[src/rtl/boot_ovl_pkg.sv]
package boot_ovl_pkg;

   typedef enum logic [1:0] {
      RG_NONE  = 2'd0,
      RG_RAM   = 2'd1,
      RG_FLASH = 2'd2,
      RG_BOOT  = 2'd3
   } region_e;

   typedef enum logic [1:0] {
      SZ_BYTE = 2'd0,
      SZ_HALF = 2'd1,
      SZ_WORD = 2'd2,
      SZ_WIDE = 2'd3
   } size_e;

   // stub contents: fixed functions of the region offset
   function automatic logic [7:0] ram_stub_byte(input logic [31:0] off);
      return off[7:0] ^ off[26:19];
   endfunction

   function automatic logic [7:0] flash_stub_byte(input logic [31:0] off);
      return off[7:0] ^ off[17:10] ^ 8'h3C;
   endfunction

   function automatic logic [7:0] boot_stub_byte(input logic [31:0] off);
      return (~off[7:0]) ^ {off[8], 7'b0};
   endfunction

   function automatic logic is_pow2(input logic [31:0] v);
      return (v != 32'd0) && ((v & (v - 32'd1)) == 32'd0);
   endfunction

endpackage

[src/rtl/bovl_lane_decode.sv]
module bovl_lane_decode
   import boot_ovl_pkg::*;
#(
   parameter logic [31:0] RAM_BYTES       = 32'h0400_0000,
   parameter logic [31:0] FLASH_WIN_BYTES = 32'h0100_0000,
   parameter logic [31:0] FLASH_DEV_BYTES = 32'h0004_0000,
   parameter logic [31:0] BOOT_BYTES      = 32'h0000_0200,
   parameter bit          BOOT_PRESENT    = 1'b1,
   parameter bit          ALIAS_EN        = 1'b1,
   parameter logic [31:0] ALIAS_BASE      = 32'hF000_0000
) (
   input  logic [31:0] lane_addr,
   input  logic        ovl_on,
   output region_e     lane_region,
   output logic [31:0] lane_off
);

   localparam logic [31:0] FLASH_BASE = 32'h0 - FLASH_WIN_BYTES;
   localparam logic [31:0] BOOT_BASE  = 32'h0 - BOOT_BYTES;
   localparam logic [31:0] FLASH_MASK = FLASH_DEV_BYTES - 32'd1;

   logic        hit_ram;
   logic        hit_boot;
   logic        hit_flash;
   logic        hit_alias;
   logic [31:0] alias_off;

   assign hit_ram   = lane_addr < RAM_BYTES;
   assign hit_flash = lane_addr >= FLASH_BASE;
   assign alias_off = lane_addr - ALIAS_BASE;

   generate
      if (BOOT_PRESENT) begin : g_boot
         assign hit_boot = ovl_on && (lane_addr >= BOOT_BASE);
      end else begin : g_no_boot
         assign hit_boot = 1'b0;
      end

      if (ALIAS_EN) begin : g_alias
         assign hit_alias = (lane_addr >= ALIAS_BASE) && (alias_off < RAM_BYTES);
      end else begin : g_no_alias
         assign hit_alias = 1'b0;
      end
   endgenerate

   // priority: RAM, boot overlay, flash window, RAM alias
   always_comb begin
      lane_region = RG_NONE;
      lane_off    = 32'd0;
      if (hit_ram) begin
         lane_region = RG_RAM;
         lane_off    = lane_addr;
      end else if (hit_boot) begin
         lane_region = RG_BOOT;
         lane_off    = lane_addr - BOOT_BASE;
      end else if (hit_flash) begin
         lane_region = RG_FLASH;
         lane_off    = (lane_addr - FLASH_BASE) & FLASH_MASK;
      end else if (hit_alias) begin
         lane_region = RG_RAM;
         lane_off    = alias_off;
      end
   end

endmodule

[src/rtl/bovl_stub_mem.sv]
module bovl_stub_mem
   import boot_ovl_pkg::*;
#(
   parameter bit BOOT_PRESENT = 1'b1
) (
   input  region_e     lane_region,
   input  logic [31:0] lane_off,
   output logic [7:0]  lane_byte
);

   logic [7:0] ram_b;
   logic [7:0] flash_b;
   logic [7:0] boot_b;

   assign ram_b   = ram_stub_byte(lane_off);
   assign flash_b = flash_stub_byte(lane_off);

   generate
      if (BOOT_PRESENT) begin : g_boot_rom
         assign boot_b = boot_stub_byte(lane_off);
      end else begin : g_no_boot_rom
         assign boot_b = 8'h00;
      end
   endgenerate

   always_comb begin
      unique case (lane_region)
         RG_RAM:   lane_byte = ram_b;
         RG_FLASH: lane_byte = flash_b;
         RG_BOOT:  lane_byte = boot_b;
         default:  lane_byte = 8'h00;
      endcase
   end

endmodule

[src/rtl/bovl_overlay_latch.sv]
module bovl_overlay_latch #(
   parameter bit BOOT_PRESENT = 1'b1
) (
   input  logic clk,
   input  logic rst_n,
   input  logic dis_cmd,
   output logic active
);

   generate
      if (BOOT_PRESENT) begin : g_latch
         logic act_q;
         always_ff @(posedge clk or negedge rst_n) begin
            if (!rst_n)
               act_q <= 1'b1;
            else if (dis_cmd)
               act_q <= 1'b0;
         end
         assign active = act_q;
      end else begin : g_tied_off
         logic unused_cmd;
         assign unused_cmd = clk ^ rst_n ^ dis_cmd;
         assign active     = 1'b0;
      end
   endgenerate

endmodule

[src/rtl/boot_overlay_decoder.sv]
module boot_overlay_decoder
   import boot_ovl_pkg::*;
#(
   parameter bit          DEV_BUILD        = 1'b0,
   parameter bit          ALIAS_EN         = 1'b1,
   parameter logic [31:0] RETAIL_RAM_BYTES = 32'h0400_0000,
   parameter logic [31:0] DEV_RAM_BYTES    = 32'h0800_0000,
   parameter logic [31:0] FLASH_WIN_BYTES  = 32'h0100_0000,
   parameter logic [31:0] FLASH_DEV_BYTES  = 32'h0004_0000,
   parameter logic [31:0] BOOT_BYTES       = 32'h0000_0200,
   parameter logic [31:0] ALIAS_BASE       = 32'hF000_0000
) (
   input  logic        clk,
   input  logic        rst_n,
   input  logic        rd_req,
   input  logic [31:0] rd_addr,
   input  logic [1:0]  rd_size,
   input  logic        ovl_disable,
   output logic        rd_valid,
   output logic [31:0] rd_data,
   output logic        rd_err,
   output logic        ovl_active
);

   localparam int          LANES        = 4;
   localparam bit          BOOT_PRESENT = !DEV_BUILD;
   localparam logic [31:0] RAM_BYTES    = DEV_BUILD ? DEV_RAM_BYTES : RETAIL_RAM_BYTES;

   // elaboration-time parameter checks
   generate
      if (!is_pow2(FLASH_DEV_BYTES) || !is_pow2(FLASH_WIN_BYTES) ||
          !is_pow2(BOOT_BYTES) || !is_pow2(RAM_BYTES)) begin : g_bad_pow2
         initial $fatal(1, "region sizes must be powers of two");
      end
      if (BOOT_BYTES > FLASH_WIN_BYTES) begin : g_bad_boot
         initial $fatal(1, "boot overlay larger than flash window");
      end
      if (FLASH_DEV_BYTES > FLASH_WIN_BYTES) begin : g_bad_flash
         initial $fatal(1, "flash device larger than its window");
      end
   endgenerate

   logic [LANES-1:0]      lane_on;
   logic [LANES-1:0]      lane_err;
   logic [LANES-1:0][7:0] lane_byte;
   logic                  ovl_on;

   bovl_overlay_latch #(
      .BOOT_PRESENT(BOOT_PRESENT)
   ) u_latch (
      .clk    (clk),
      .rst_n  (rst_n),
      .dis_cmd(ovl_disable),
      .active (ovl_on)
   );

   assign ovl_active = ovl_on;

   always_comb begin
      unique case (size_e'(rd_size))
         SZ_BYTE: lane_on = 4'b0001;
         SZ_HALF: lane_on = 4'b0011;
         default: lane_on = 4'b1111;
      endcase
   end

   generate
      for (genvar k = 0; k < LANES; k++) begin : g_lane
         logic [31:0] la;
         region_e     rg;
         logic [31:0] off;
         logic [7:0]  b;

         assign la = rd_addr + 32'(k);

         bovl_lane_decode #(
            .RAM_BYTES      (RAM_BYTES),
            .FLASH_WIN_BYTES(FLASH_WIN_BYTES),
            .FLASH_DEV_BYTES(FLASH_DEV_BYTES),
            .BOOT_BYTES     (BOOT_BYTES),
            .BOOT_PRESENT   (BOOT_PRESENT),
            .ALIAS_EN       (ALIAS_EN),
            .ALIAS_BASE     (ALIAS_BASE)
         ) u_dec (
            .lane_addr  (la),
            .ovl_on     (ovl_on),
            .lane_region(rg),
            .lane_off   (off)
         );

         bovl_stub_mem #(
            .BOOT_PRESENT(BOOT_PRESENT)
         ) u_mem (
            .lane_region(rg),
            .lane_off   (off),
            .lane_byte  (b)
         );

         assign lane_byte[k] = lane_on[k] ? b : 8'h00;
         assign lane_err[k]  = lane_on[k] && (rg == RG_NONE);
      end
   endgenerate

   always_ff @(posedge clk or negedge rst_n) begin
      if (!rst_n) begin
         rd_valid <= 1'b0;
         rd_data  <= 32'd0;
         rd_err   <= 1'b0;
      end else begin
         rd_valid <= rd_req;
         if (rd_req) begin
            rd_data <= lane_byte;
            rd_err  <= |lane_err;
         end
      end
   end

endmodule

[config.mk]
export PLATFORM = sky130hd
export DESIGN_NAME = boot_overlay_decoder
export DESIGN_NICKNAME = d
export VERILOG_FILES = /design/src/rtl/boot_ovl_pkg.sv /design/src/rtl/bovl_lane_decode.sv /design/src/rtl/bovl_stub_mem.sv /design/src/rtl/bovl_overlay_latch.sv /design/src/rtl/boot_overlay_decoder.sv
export SDC_FILE = /design/constraint.sdc
export NUM_CORES = 1
export LEC_CHECK = 0
export ABC_AREA = 1
export BUFFER_PORTS_ARGS = -buffer_cell sky130_fd_sc_hd__buf_2
export CAP_MARGIN = 0
export CORE_MARGIN = 3
export CORE_UTILIZATION = 40
export CTS_CLUSTER_DIAMETER = 80
export DETAILED_ROUTE_END_ITERATION = 8
export REMOVE_ABC_BUFFERS = 1
export SLEW_MARGIN = 20
export SYNTH_ARGS = -nofsm -noshare
export SYNTH_HDL_FRONTEND = slang
export SYNTH_SLANG_ARGS = --single-unit
[constraint.sdc]
create_clock -name clk -period 2.1 [get_ports clk]
set_input_delay 0.21 -clock clk [delete_from_list [all_inputs] [get_ports clk]]
set_output_delay 0.21 -clock clk [all_outputs]
set_load 0.03 [all_outputs]
# Word-level counts from Yosys, hierarchy flattened
# Cells that the tools add are included.
[totals]
elab_cells = 131
out_inout_bits = 35
ff_bits = 35
input_bits = 38
[op_classes]
n_lt_le_gt_ge = 20
n_reduce_logical = 18
muxes = 41
n_bitwise = 20
eq_ne = 13
addsub = 15
[ops]
columns = ["operator", "count"]
rows = [
  ["2-to-1 mux 27 bit", 16],
  [">= comparator 32 bit (second input constant)", 12],
  ["less-than comparator 32 x 27 -> 1 bit (second input constant)", 8],
  ["subtractor 32 bit (second input constant)", 4],
  ["subtractor 27 bit (second input constant)", 4],
  ["case mux 8 bit (3 select lines)", 4],
  ["bitwise XOR 8 bit", 12],
  ["subtractor 18 x 1 -> 18 bit (second input constant)", 4],
  ["adder 32 x 2 -> 32 bit (second input constant)", 2],
  ["adder 32 x 1 -> 32 bit (second input constant)", 1],
  ["2-to-1 mux 8 bit", 4],
  ["inverter 8 bit", 4],
  ["2-to-1 mux 2 bit", 12],
  ["== test 2 bit (second input constant)", 8],
  ["inverter 4 bit", 4],
  ["logical AND 1 bit", 12],
  ["== test 2 x 1 -> 1 bit (second input constant)", 5],
  ["zero test 2 bit", 5],
  ["case mux 4 bit (2 select lines)", 1],
  ["2-to-1 mux 1 bit", 4],
  ["OR reduction 4 bit", 1],
]

# Depth between registers and ports, before layout
# Gate-level depths: netlist (run 1).
[logic_depth]
depth_word = 12
depth_mapped = 23
mapped_depth_nobuf = 23

# Hierarchy
# A second synthesis (run 1) with hierarchy kept.
[unflattened]
hier_cells = 1820
area_unflattened_um2 = 9689.3
[modules_own_cells]
columns = ["module", "n_inst", "seq_area_each_um2", "cells_each", "area_per_inst_um2"]
rows = [
  ["bovl_lane_decode", 4, 0.0, 225, 1132.3],
  ["boot_overlay_decoder", 1, 850.8, 577, 3522.1],
  ["bovl_stub_mem", 4, 0.0, 85, 400.4],
  ["bovl_overlay_latch", 1, 26.3, 3, 36.3],
]

# Least setup slack after synthesis (run 1)
# No wires, ideal clock.
[synth_path]
path_type = "in2reg"
startpoint = "input rd_addr[1]"
endpoint = "register rd_data[24]"
setup_time_ns = 0.066
n_path_buf = 0
arrival_time_ns = 2.418
cell_stages = 22
setup_slack_ns = -0.384
required_time_ns = 2.034
path_cell_list = "ha_1 inv_1 nand2_1 nand2_2 nor2_1 xor2_1 inv_1 ha_1 nand4_1 nor3_1 nand3_1 nor3_1 nand3_1 nor2_1 nand2_2 nand2_2 nand2_1 nand2_1 nand3_1 nand2_1 nand2_1 nand2_1"
[synth_via]
elab_chain_len = 12
word_cells_on_any_way = 28
cone_classes = "add/sub (4); order compare (5); eq/ne (3); mux (10); bitwise (4); reduce/logical (2)"
[synth_rtl]
columns = ["item", "line", "text"]
rows = [
  ["start: declaration", "boot_overlay_decoder.sv:16", "input logic [31:0] rd_addr,"],
  ["adder 32 x 2 -> 32 bit *", "boot_overlay_decoder.sv:74", "assign la = rd_addr + 32'(k);"],
  ["subtractor 32 bit", "bovl_lane_decode.sv:30", "assign alias_off = lane_addr - ALIAS_BASE;"],
  ["less-than comparator 32 x 27 -> 1 bit", "bovl_lane_decode.sv:40", "assign hit_alias = (lane_addr >= ALIAS_BASE) && (alias_off < RAM_BYTES);"],
  ["logical AND 1 bit", "bovl_lane_decode.sv:40", ""],
  ["2-to-1 mux 27 bit", "bovl_lane_decode.sv:59", "end else if (hit_alias) begin"],
  ["2-to-1 mux 27 bit", "bovl_lane_decode.sv:56", "end else if (hit_flash) begin"],
  ["2-to-1 mux 27 bit", "bovl_lane_decode.sv:53", "end else if (hit_boot) begin"],
  ["2-to-1 mux 27 bit", "bovl_lane_decode.sv:50", "if (hit_ram) begin"],
  ["inverter 8 bit", "boot_ovl_pkg.sv:27", "return (~off[7:0]) ^ {off[8], 7'b0};"],
  ["bitwise XOR 8 bit", "boot_ovl_pkg.sv:27", ""],
  ["case mux 8 bit (3 select lines) *", "bovl_stub_mem.sv:27", "unique case (lane_region)"],
  ["2-to-1 mux 8 bit *", "boot_overlay_decoder.sv:99", "assign lane_byte[k] = lane_on[k] ? b : 8'h00;"],
  ["end signal: assignment", "boot_overlay_decoder.sv:112", "rd_data <= lane_byte;"],
  ["end: declaration", "boot_overlay_decoder.sv:20", "output logic [31:0] rd_data,"],
]
# Every way passes the cells marked *; elsewhere a longest branch is shown, timed or not.
# A chain may end at the register's enable or synchronous reset.

# Final worst setup path (run 1)
# Ends and elaborated chain as after synthesis.

==> impl_metrics.tcl, run 1 <==
set metrics [dict create \
    status "finished, violations left" \
    violations "setup timing" \
    p_leak_nw 5.88 \
    cts_made_buffers 5 \
    critPathMaxStageDelay_ns 0.20 \
    cts-root-buf "clkbuf_16" \
    slew_headroom_pct 44.7 \
    netlist-cell-type-count 47 \
    vdd_ir_drop_max_v 0.000277 \
    die_w_um 132 \
    die_h_um 132 \
    setup-tns-final_ns -4.18 \
    vias_per_cell 5.32 \
    num_vias 9452 \
    finalWeightedCongestion 1.08 \
    synth.yosys.warnings 0 \
    setup_viol 24 \
    htreeDepth 2 \
    io_buffers 72 \
    initial_core_util_pct 41.2 \
    worst-path-max-fanout 7 \
    slew_viol_final 0 \
    ant_nets 0 \
    crit_top_cell "nand2_1" \
    rows 45 \
    drtIter0Drc 748 \
    path_clk_slew_ns 0.06 \
    fin_ws_ns -0.266 \
    worst_pin_slew_ns 0.829 \
    overflow 0 \
    grt_pass1_vias 8911 \
    r2r_slack_ns -0.11 \
    cts-hold-fix-buffers 0 \
    maxCapViolCount 0 \
    max_freq_ghz 0.423 \
    core_um2 15300 \
    grt_antenna_before_repair 0 \
    ios 73 \
    cts_buffer_depth 2 \
    multi_input_area_um2 5910 \
    die-area_um2 17300 \
    startpoint_type "primary input" \
    mostFrequentLayoutCells "buf_4 (376), nand2_1 (270), inv_1 (115)" \
    track_usage_pct 37.6 \
    synth.avg_cell_area_um2 5.74 \
    worst_setup_path_end_kind "flop" \
    synth_cells 1099 \
    n_fill_cell 1226 \
    crit_arrival_ns 2.55 \
    clock-sinks 35 \
    path_buf_inv 6 \
    clk_latency_ns 0.29 \
    layout_commonest_cell "buf_4" \
    yosys_register_bits 35 \
    synthesis.area_um2 6310 \
    drt-pass1-iter-count 5 \
    grt_max_degree 36 \
    crit_family "simple AND/OR/NAND/NOR gates" \
    seq_area_um2 877 \
    finClkSkew_ns 0.00328 \
    cp.required_ns 2.28 \
    fin_crit_ns 2.37 \
    wl_mm 34.3 \
    rsz0062_at_grt "yes" \
    antenna_cells 0 \
    crit_chain "buf_12 -> clkinv_4 -> ha_2 -> nor2_1 -> buf_4 -> nand2_2 -> nor2_2 -> nand3_1 -> xor2_1 -> buf_4 -> inv_1 -> nand3_4 -> buf_6 -> nor3_4 -> nand2_4 -> nand3_1 -> nand2_1 -> nand3_1 -> nand2_1 -> nand2_1 -> nand2_1" \
    crit_slowest_cell "nor3_4" \
    drcViolationCount 0 \
    holdWs_ns 0.0167 \
    nets 1612 \
    drive_above_1_share_pct 51.1 \
    grt_pass1_wl_mm 50.3 \
    synth_seq_area_share_pct 13.9 \
    hold_class "in2async" \
    area_delta_synth_final_pct 83.0 \
    min_period_over_period_pct 113 \
    p_per_area_nw_per_um2 267 \
    worst-setup-path-type "in2reg" \
    hold_viol 0 \
    cts_tree "yes" \
    wl_per_cell_um 19.3 \
    dp_hpwl_mm 27.5 \
]
## cell families (layout without fill, tap and decap cells)
kind of cell	after synthesis	after routing	synth area share [%]
AND/OR/NAND/NOR	721	721	55.3
buffers and inverters	160	627	9.97
AO/OA/AOI/OAI	118	118	11.3
XOR/XNOR	56	56	7.77
flip-flops	35	35	13.9
adder cells (fa/ha/maj)	9	9	1.78
## metrics by stage
| step | cell area [um^2] | power (mW) | setup slack (ns) | util [%] | std cells |
|---|---|---|---|---|---|
| after detailed placement | 9420 | 1.91 | -0.849 | 61.5 | 1697 |
| after global routing | 11600 | 3.21 | -0.391 | 75.4 | 1777 |
| after global placement | 9420 | 1.91 | -0.805 | 61.5 | 1697 |
| after floorplan | 6200 | 1.17 | -0.388 | - | 1077 |
| after CTS | 10900 | 2.97 | -0.171 | 71.2 | 1756 |
| final | 11600 | 3.08 | -0.266 | 75.4 | 1777 |
## sequential cells by signal, summed over array words and instances, names as in the netlist
signal / cells
rd_data: 32
u_latch.active: 1
rd_err: 1
rd_valid: 1
## cell type report
class | count | share of cell area [%]
tap | 211 | 2.29
timing repair buffer | 481 | 32.8
multi-input combinational | 904 | 51.2
clock buffer | 5 | 1.08
sequential | 35 | 7.59
inverter | 138 | 4.67
clock inverter | 3 | 0.379
## power by group
part	switching, mW	internal [mW]	total, mW
Clock	0.310	0.560	0.870
Sequential	0.00792	0.689	0.697
Combinational	0.861	0.654	1.52
Total	1.18	1.90	3.08
## per-layer routing
metal  part of all wire [%]  vias up  track usage, %
met3                    7.9      126            8.23
met4                    6.3        0            18.7
met1                     40     4434            46.8
met2                     45      432            61.3
met5                      0        -               0
li1                       -     4460               -
## timing repair
item                                    in CTS  in global routing
gates resized for setup                    238                123
endpoints found under the setup margin      25                 32
setup buffers                               51                 22
pin swaps                                   99                 84
## cell usage after synthesis, drive strengths merged
cell type,count,area (um^2)
a22o,1,8.76
nor2,179,985
and2,1,6.26
a221oi,1,8.76
xnor2,6,52.6
o311ai,3,26.3
clkbuf,10,37.5
clkinv,3,11.3
a21oi,30,165
a31oi,7,43.8
a32o,1,10.0
o221ai,2,17.5
dfstp,1,26.3
o22ai,2,12.5
o31ai,2,15.0
o21ai,48,240
nand3b,3,22.5
o2111ai,4,35.0
dfrtp,34,851
inv,135,509
o21bai,1,7.51
nand2,373,1540
nand3,119,668
nor3,25,140
nand4,18,113
ha,9,113
xor2,50,438
nor4,2,12.5
or2,1,6.26
a211oi,2,15.0
o211ai,14,105
buf,12,71.3
## worst paths after layout
kind                                               to                        from  cells after the start
setup / recovery              rd_data[24]$_DFFE_PN0P_                  rd_addr[1]                     21
hold reg to reg               rd_data[31]$_DFFE_PN0P_     rd_data[31]$_DFFE_PN0P_                      2
max in group asynchronous      rd_data[0]$_DFFE_PN0P_                       rst_n                      1
hold / removal                rd_data[22]$_DFFE_PN0P_                       rst_n                      1
min in group clk           u_latch.active$_DFFE_PN1P_                 ovl_disable                      2
setup reg to reg              rd_data[22]$_DFFE_PN0P_  u_latch.active$_DFFE_PN1P_                     19
No activity file was read; power rests on OpenSTA's default activity.
==> run 2: changes to the inputs <==
Settings changed: ABC_CLOCK_PERIOD_IN_PS set to 2100, SETUP_SLACK_MARGIN set to 0.02.
==> run 2 against run 1 <==
Against the previous run:
- final cell count increased by 0.51%
- critical endpoint is now rd_data[31]$_DFFE_PN0P_
- largest power group unchanged
- critical path depth unchanged
- count of clock-buffer cells in the layout unchanged
- the run still ends with setup timing left
- combinational power about the same
- setup slack got worse by 0.045 ns
- sequential share of layout area decreased by 0.057 points
- die area unchanged
- flip-flop and latch count unchanged
- cell area increased by 0.76%
==> impl_metrics.tcl, run 2 (synthesized netlist as in run 1, its figures left out) <==
set metrics [dict create \
    status "finished, violations left" \
    violations "setup timing" \
    die-area_um2 17300 \
    grt_pass1_wl_mm 50.6 \
    fin_crit_ns 2.41 \
    clock-sinks 35 \
    num_vias 9528 \
    drt-pass1-iter-count 5 \
    antenna_cells 0 \
    crit_arrival_ns 2.64 \
    nets 1621 \
    drcViolationCount 0 \
    cts_made_buffers 5 \
    cts_buffer_depth 2 \
    initial_core_util_pct 41.2 \
    largest_register_ffs 32 \
    slew_headroom_pct 44.7 \
    finalWeightedCongestion 1.08 \
    cts-root-buf "clkbuf_16" \
    n_fill_cell 1224 \
    startpoint_type "primary input" \
    core_um2 15300 \
    die_h_um 132 \
    power_mw 3.09 \
    fin_ws_ns -0.311 \
    worst-path-max-fanout 7 \
    wl_per_cell_um 19.5 \
    cp.required_ns 2.33 \
    vias_per_cell 5.33 \
    overflow 0 \
    wirelength_met1_mm 13.9 \
    drtIter0Drc 830 \
    htreeDepth 2 \
    vdd_ir_drop_max_v 0.000270 \
    cts-hold-fix-buffers 0 \
    io_buffers 72 \
    ant_nets 0 \
    holdWs_ns 0.0190 \
    highest_layer "met4" \
    grt_pass1_vias 9006 \
    setup_viol 25 \
    met3_length_mm 2.80 \
    wl_mm 34.8 \
    die_w_um 132 \
    ios 73 \
    regMostFlops "rd_data" \
    dp_hpwl_mm 27.5 \
    cts_tree "yes" \
    mostFrequentLayoutCells "buf_4 (385), nand2_1 (264), inv_1 (115)" \
    area_delta_synth_final_pct 84.3 \
    drive_above_1_share_pct 51.6 \
    p_leak_nw 5.95 \
    hold_class "in2async" \
    rsz0062_at_grt "yes" \
    worst-setup-path-type "in2reg" \
    finClkSkew_ns 0.00254 \
    worst_pin_slew_ns 0.830 \
    maxCapViolCount 0 \
    hold_viol 0 \
    route.met2.wl_mm 16.1 \
    grt_max_degree 36 \
    p_per_area_nw_per_um2 265 \
    clk_latency_ns 0.29 \
    layout_commonest_cell "buf_4" \
    slew_viol_final 0 \
    rows 45 \
    max_freq_ghz 0.415 \
    track_usage_pct 37.7 \
    min_period_over_period_pct 115 \
    grt_antenna_before_repair 0 \
    worst_setup_path_end_kind "flop" \
    path_clk_slew_ns 0.06 \
]
==> run 2: cell types whose count changed in the layout (fill, tap and decap cells not counted), sizes merged <==
cell,delta
buf,+9
==> run 2: routing by layer <==
layer / global-route usage [%] / vias up
met1: 47.3 / 4450
met2: 63.1 / 478
li1: - / 4478
met5: 0 / -
met4: 15.8 / 0
met3: 7.47 / 122
==> run 2: final timing paths <==
kind | start | to | slack [ns] | cells past startpoint
min in group clk | ovl_disable | u_latch.active$_DFFE_PN1P_ | 0.04 | 2
worst min register to register | rd_data[23]$_DFFE_PN0P_ | rd_data[23]$_DFFE_PN0P_ | 0.48 | 2
max in group asynchronous | rst_n | rd_data[6]$_DFFE_PN0P_ | 1.56 | 1
worst max register to register | u_latch.active$_DFFE_PN1P_ | rd_data[23]$_DFFE_PN0P_ | -0.08 | 17
worst max-delay path | rd_addr[1] | rd_data[31]$_DFFE_PN0P_ | -0.31 | 21
worst min-delay path | rst_n | rd_data[22]$_DFFE_PN0P_ | 0.02 | 1
==> run 2: what timing repair did <==
| action | CTS | global route |
|---|---|---|
| buffers inserted | 60 | 21 |
| hold endpoints to repair | 0 | 0 |
| gates resized for setup | 257 | 111 |
| setup endpoints to repair | 25 | 32 |
| pin swaps | 112 | 108 |
==> run 2: where the power goes <==
| part | switching (mW) | internal, mW | total (mW) | leakage, nW |
|---|---|---|---|---|
| logic | 0.865 | 0.655 | 1.52 | 5.40 |
| clock network | 0.310 | 0.560 | 0.870 | 0.0838 |
| registers | 0.00798 | 0.689 | 0.697 | 0.467 |
| total | 1.18 | 1.90 | 3.09 | 5.95 |
==> run 2: final cells by class <==
type                            count  area [um^2]  share of cell area, %
Clock buffer                        5          125                   1.08
Clock inverter                      3         43.8                  0.376
Inverter                          138          539                   4.63
Multi-Input combinational cell    904         5930                   51.0
Sequential cell                    35          877                   7.54
Tap cell                          211          264                   2.27
Timing Repair Buffer              490         3860                   33.2
==> run 2: through the flow <==
step / instance area, um^2 / setup TNS (ns) / instances / worst slack, ns / util [%]
finish: 11600 / -4.38 / 1786 / -0.311 / 76.0
global route: 11600 / -7.57 / 1786 / -0.445 / 76.0
CTS: 11000 / -2.27 / 1765 / -0.172 / 72.0
detailed placement: 9420 / -18.41 / 1697 / -0.849 / 61.5
global placement: 9420 / -17.15 / 1697 / -0.805 / 61.5
floorplan: 6200 / -4.50 / 1077 / -0.388 / -
==> run 2: worst max-delay path: stages <==
cell      delay [ns]
buf_12          0.12
clkinv_4        0.04
buf_6           0.09
ha_4            0.12
nand2_2         0.05
nand2_2         0.10
nand2_4         0.07
buf_6           0.13
nor2_4          0.17
nand3_2         0.11
xor2_2          0.20
nor2_2          0.17
nand3_4         0.13
buf_6           0.15
nor3_4          0.20
nand2_4         0.12
nand2_4         0.10
nand3_1         0.10
nand4_1         0.08
nand3_1         0.10
nand2_1         0.08
==> run 3: changes to the inputs <==
Settings changed: SYNTH_HIERARCHICAL set to 1.
==> run 3 against run 2 <==
Against the previous run:
- die area rose by 41%
- synthesized cell count rose by 53%
- flip-flop and latch count did not move
- via count rose by 32%
- synthesized area rose by 44%
- routed wire length rose by 15%
- clock skew rose by 0.0029 ns
- sequential power fell by 2.9%
- count of clock-buffer cells in the layout did not move
- sequential share of layout area fell by 1.7 points
- setup slack got worse by 0.34 ns
- the flow still finishes with violations (setup timing)
==> impl_metrics.tcl, run 3 <==
set metrics [dict create \
    status "finished, violations left" \
    violations "setup timing" \
    p_leak_nw 7.59 \
    crit_slowest_cell "nor2_4" \
    overflow 0 \
    reg2reg_from "u_latch/active$_DFFE_PN1P_" \
    drcViolationCount 0 \
    die_h_um 157 \
    crit_arrival_ns 2.93 \
    fin_area_um2 15100 \
    drt-pass1-iter-count 6 \
    layout_commonest_cell "nand2_1" \
    setup-tns-final_ns -14.21 \
    synth.avg_cell_area_um2 5.40 \
    fin_crit_ns 2.75 \
    area_delta_synth_final_pct 66.9 \
    rsz0062_at_grt "yes" \
    finClkSkew_ns 0.00548 \
    cp.required_ns 2.28 \
    io_buffers 72 \
    p_per_area_nw_per_um2 210 \
    cts_tree "yes" \
    htreeDepth 2 \
    vias_per_cell 5.18 \
    rows 54 \
    track_usage_pct 29.8 \
    cts_buffer_depth 2 \
    grt_antenna_before_repair 0 \
    cts_made_buffers 5 \
    die-area_um2 24500 \
    drtIter0Drc 1189 \
    core_um2 22000 \
    mostFrequentLayoutCells "nand2_1 (490), buf_4 (402), nand3_1 (200)" \
    ant_nets 0 \
    cts-root-buf "clkbuf_16" \
    dp_slack_ns -1.23 \
    num_vias 12622 \
    hold_class "in2async" \
    regMostFlops "rd_data" \
    setup_viol 25 \
    dp_hpwl_mm 30.0 \
    wl_mm 40.1 \
    finalWeightedCongestion 1.04 \
    ios 73 \
    n_fill_cell 1823 \
    wl_per_cell_um 16.4 \
    antenna_cells 0 \
    worst-path-max-fanout 5 \
    drive_above_1_share_pct 46.0 \
    nets 2214 \
    grt_pass1_vias 11549 \
    grt_pass1_wl_mm 59.0 \
    fin_ws_ns -0.649 \
    min_period_over_period_pct 131 \
    crit_start "rd_addr[14]" \
    largest_register_ffs 32 \
    vdd_ir_drop_max_v 0.000273 \
    critPathMaxStageDelay_ns 0.20 \
    path_clk_slew_ns 0.06 \
    synthesis.area_um2 9070 \
    hold_viol 0 \
    grt_max_degree 36 \
    worst_pin_slew_ns 0.810 \
    placed_area_um2 12400 \
    synth.yosys.warnings 6 \
    slew_headroom_pct 46.0 \
    initial_core_util_pct 41.2 \
    seq_area_um2 877 \
    synth_cells 1680 \
    maxCapViolCount 0 \
    worst_setup_path_end_kind "flop" \
    die_w_um 157 \
    max_freq_ghz 0.364 \
    multi_input_area_um2 8720 \
    clock-sinks 35 \
    clk_latency_ns 0.29 \
    worst-setup-path-type "in2reg" \
    slew_viol_final 0 \
    startpoint_type "primary input" \
]
run 3: cell type report:
class                      instances  area share (%)
clock inverter                     3           0.289
inverter                         220            5.65
timing repair buffer             514            27.5
tap                              280            2.31
multi-input combinational       1380            57.6
clock buffer                       5           0.827
sequential                        35            5.79
run 3: where the power goes:
part / total [mW] / internal (mW) / switching (mW)
clock network: 0.874 / 0.560 / 0.314
registers: 0.677 / 0.677 / 0.000816
logic: 1.62 / 0.683 / 0.938
run 3: critical path: cells and delay by family:
family                 cells  cell delay (ns)
AND/OR/NAND/NOR           20             2.08
buffers and inverters      5             0.61
run 3: path summary, 6_finish.rpt:
kind                            cells past startpoint  slack, ns                          to
worst max-delay path                               25      -0.65     rd_data[14]$_DFFE_PN0P_
worst min-delay path                                1       0.01     rd_data[13]$_DFFE_PN0P_
worst max register to register                     10       0.21     rd_data[29]$_DFFE_PN0P_
worst min register to register                      2       0.47     rd_data[30]$_DFFE_PN0P_
max in group asynchronous                           1       1.57     rd_data[18]$_DFFE_PN0P_
min in group clk                                    2       0.04  u_latch/active$_DFFE_PN1P_
run 3: repair_timing:
action | in CTS | in global routing
pin swaps | 75 | 162
gates resized for setup | 255 | 239
setup endpoints to repair | 29 | 33
hold buffers | 0 | 0
gates cloned | 1 | 1
setup buffers | 48 | 25
run 3: through the flow:
| step | hold slack, ns | instances | utilization, % | total power [mW] |
|---|---|---|---|---|
| after floorplan | -0.0856 | 1635 | - | 1.21 |
| after global placement | 0.340 | 2354 | 56.2 | 1.94 |
| after detailed placement | 0.338 | 2354 | 56.2 | 1.95 |
| after CTS | 0.0342 | 2411 | 63.5 | 3.01 |
| after global routing | 0.0334 | 2437 | 68.7 | 3.30 |
| final | 0.0141 | 2437 | 68.7 | 3.17 |
run 3: routing by layer:
layer	track usage (%)	vias up	wire length [um]
li1	-	6153	-
met1	41.9	5726	16900
met2	47.1	603	18100
met3	3.32	140	3200
met4	10.7	0	1870
met5	0	-	0
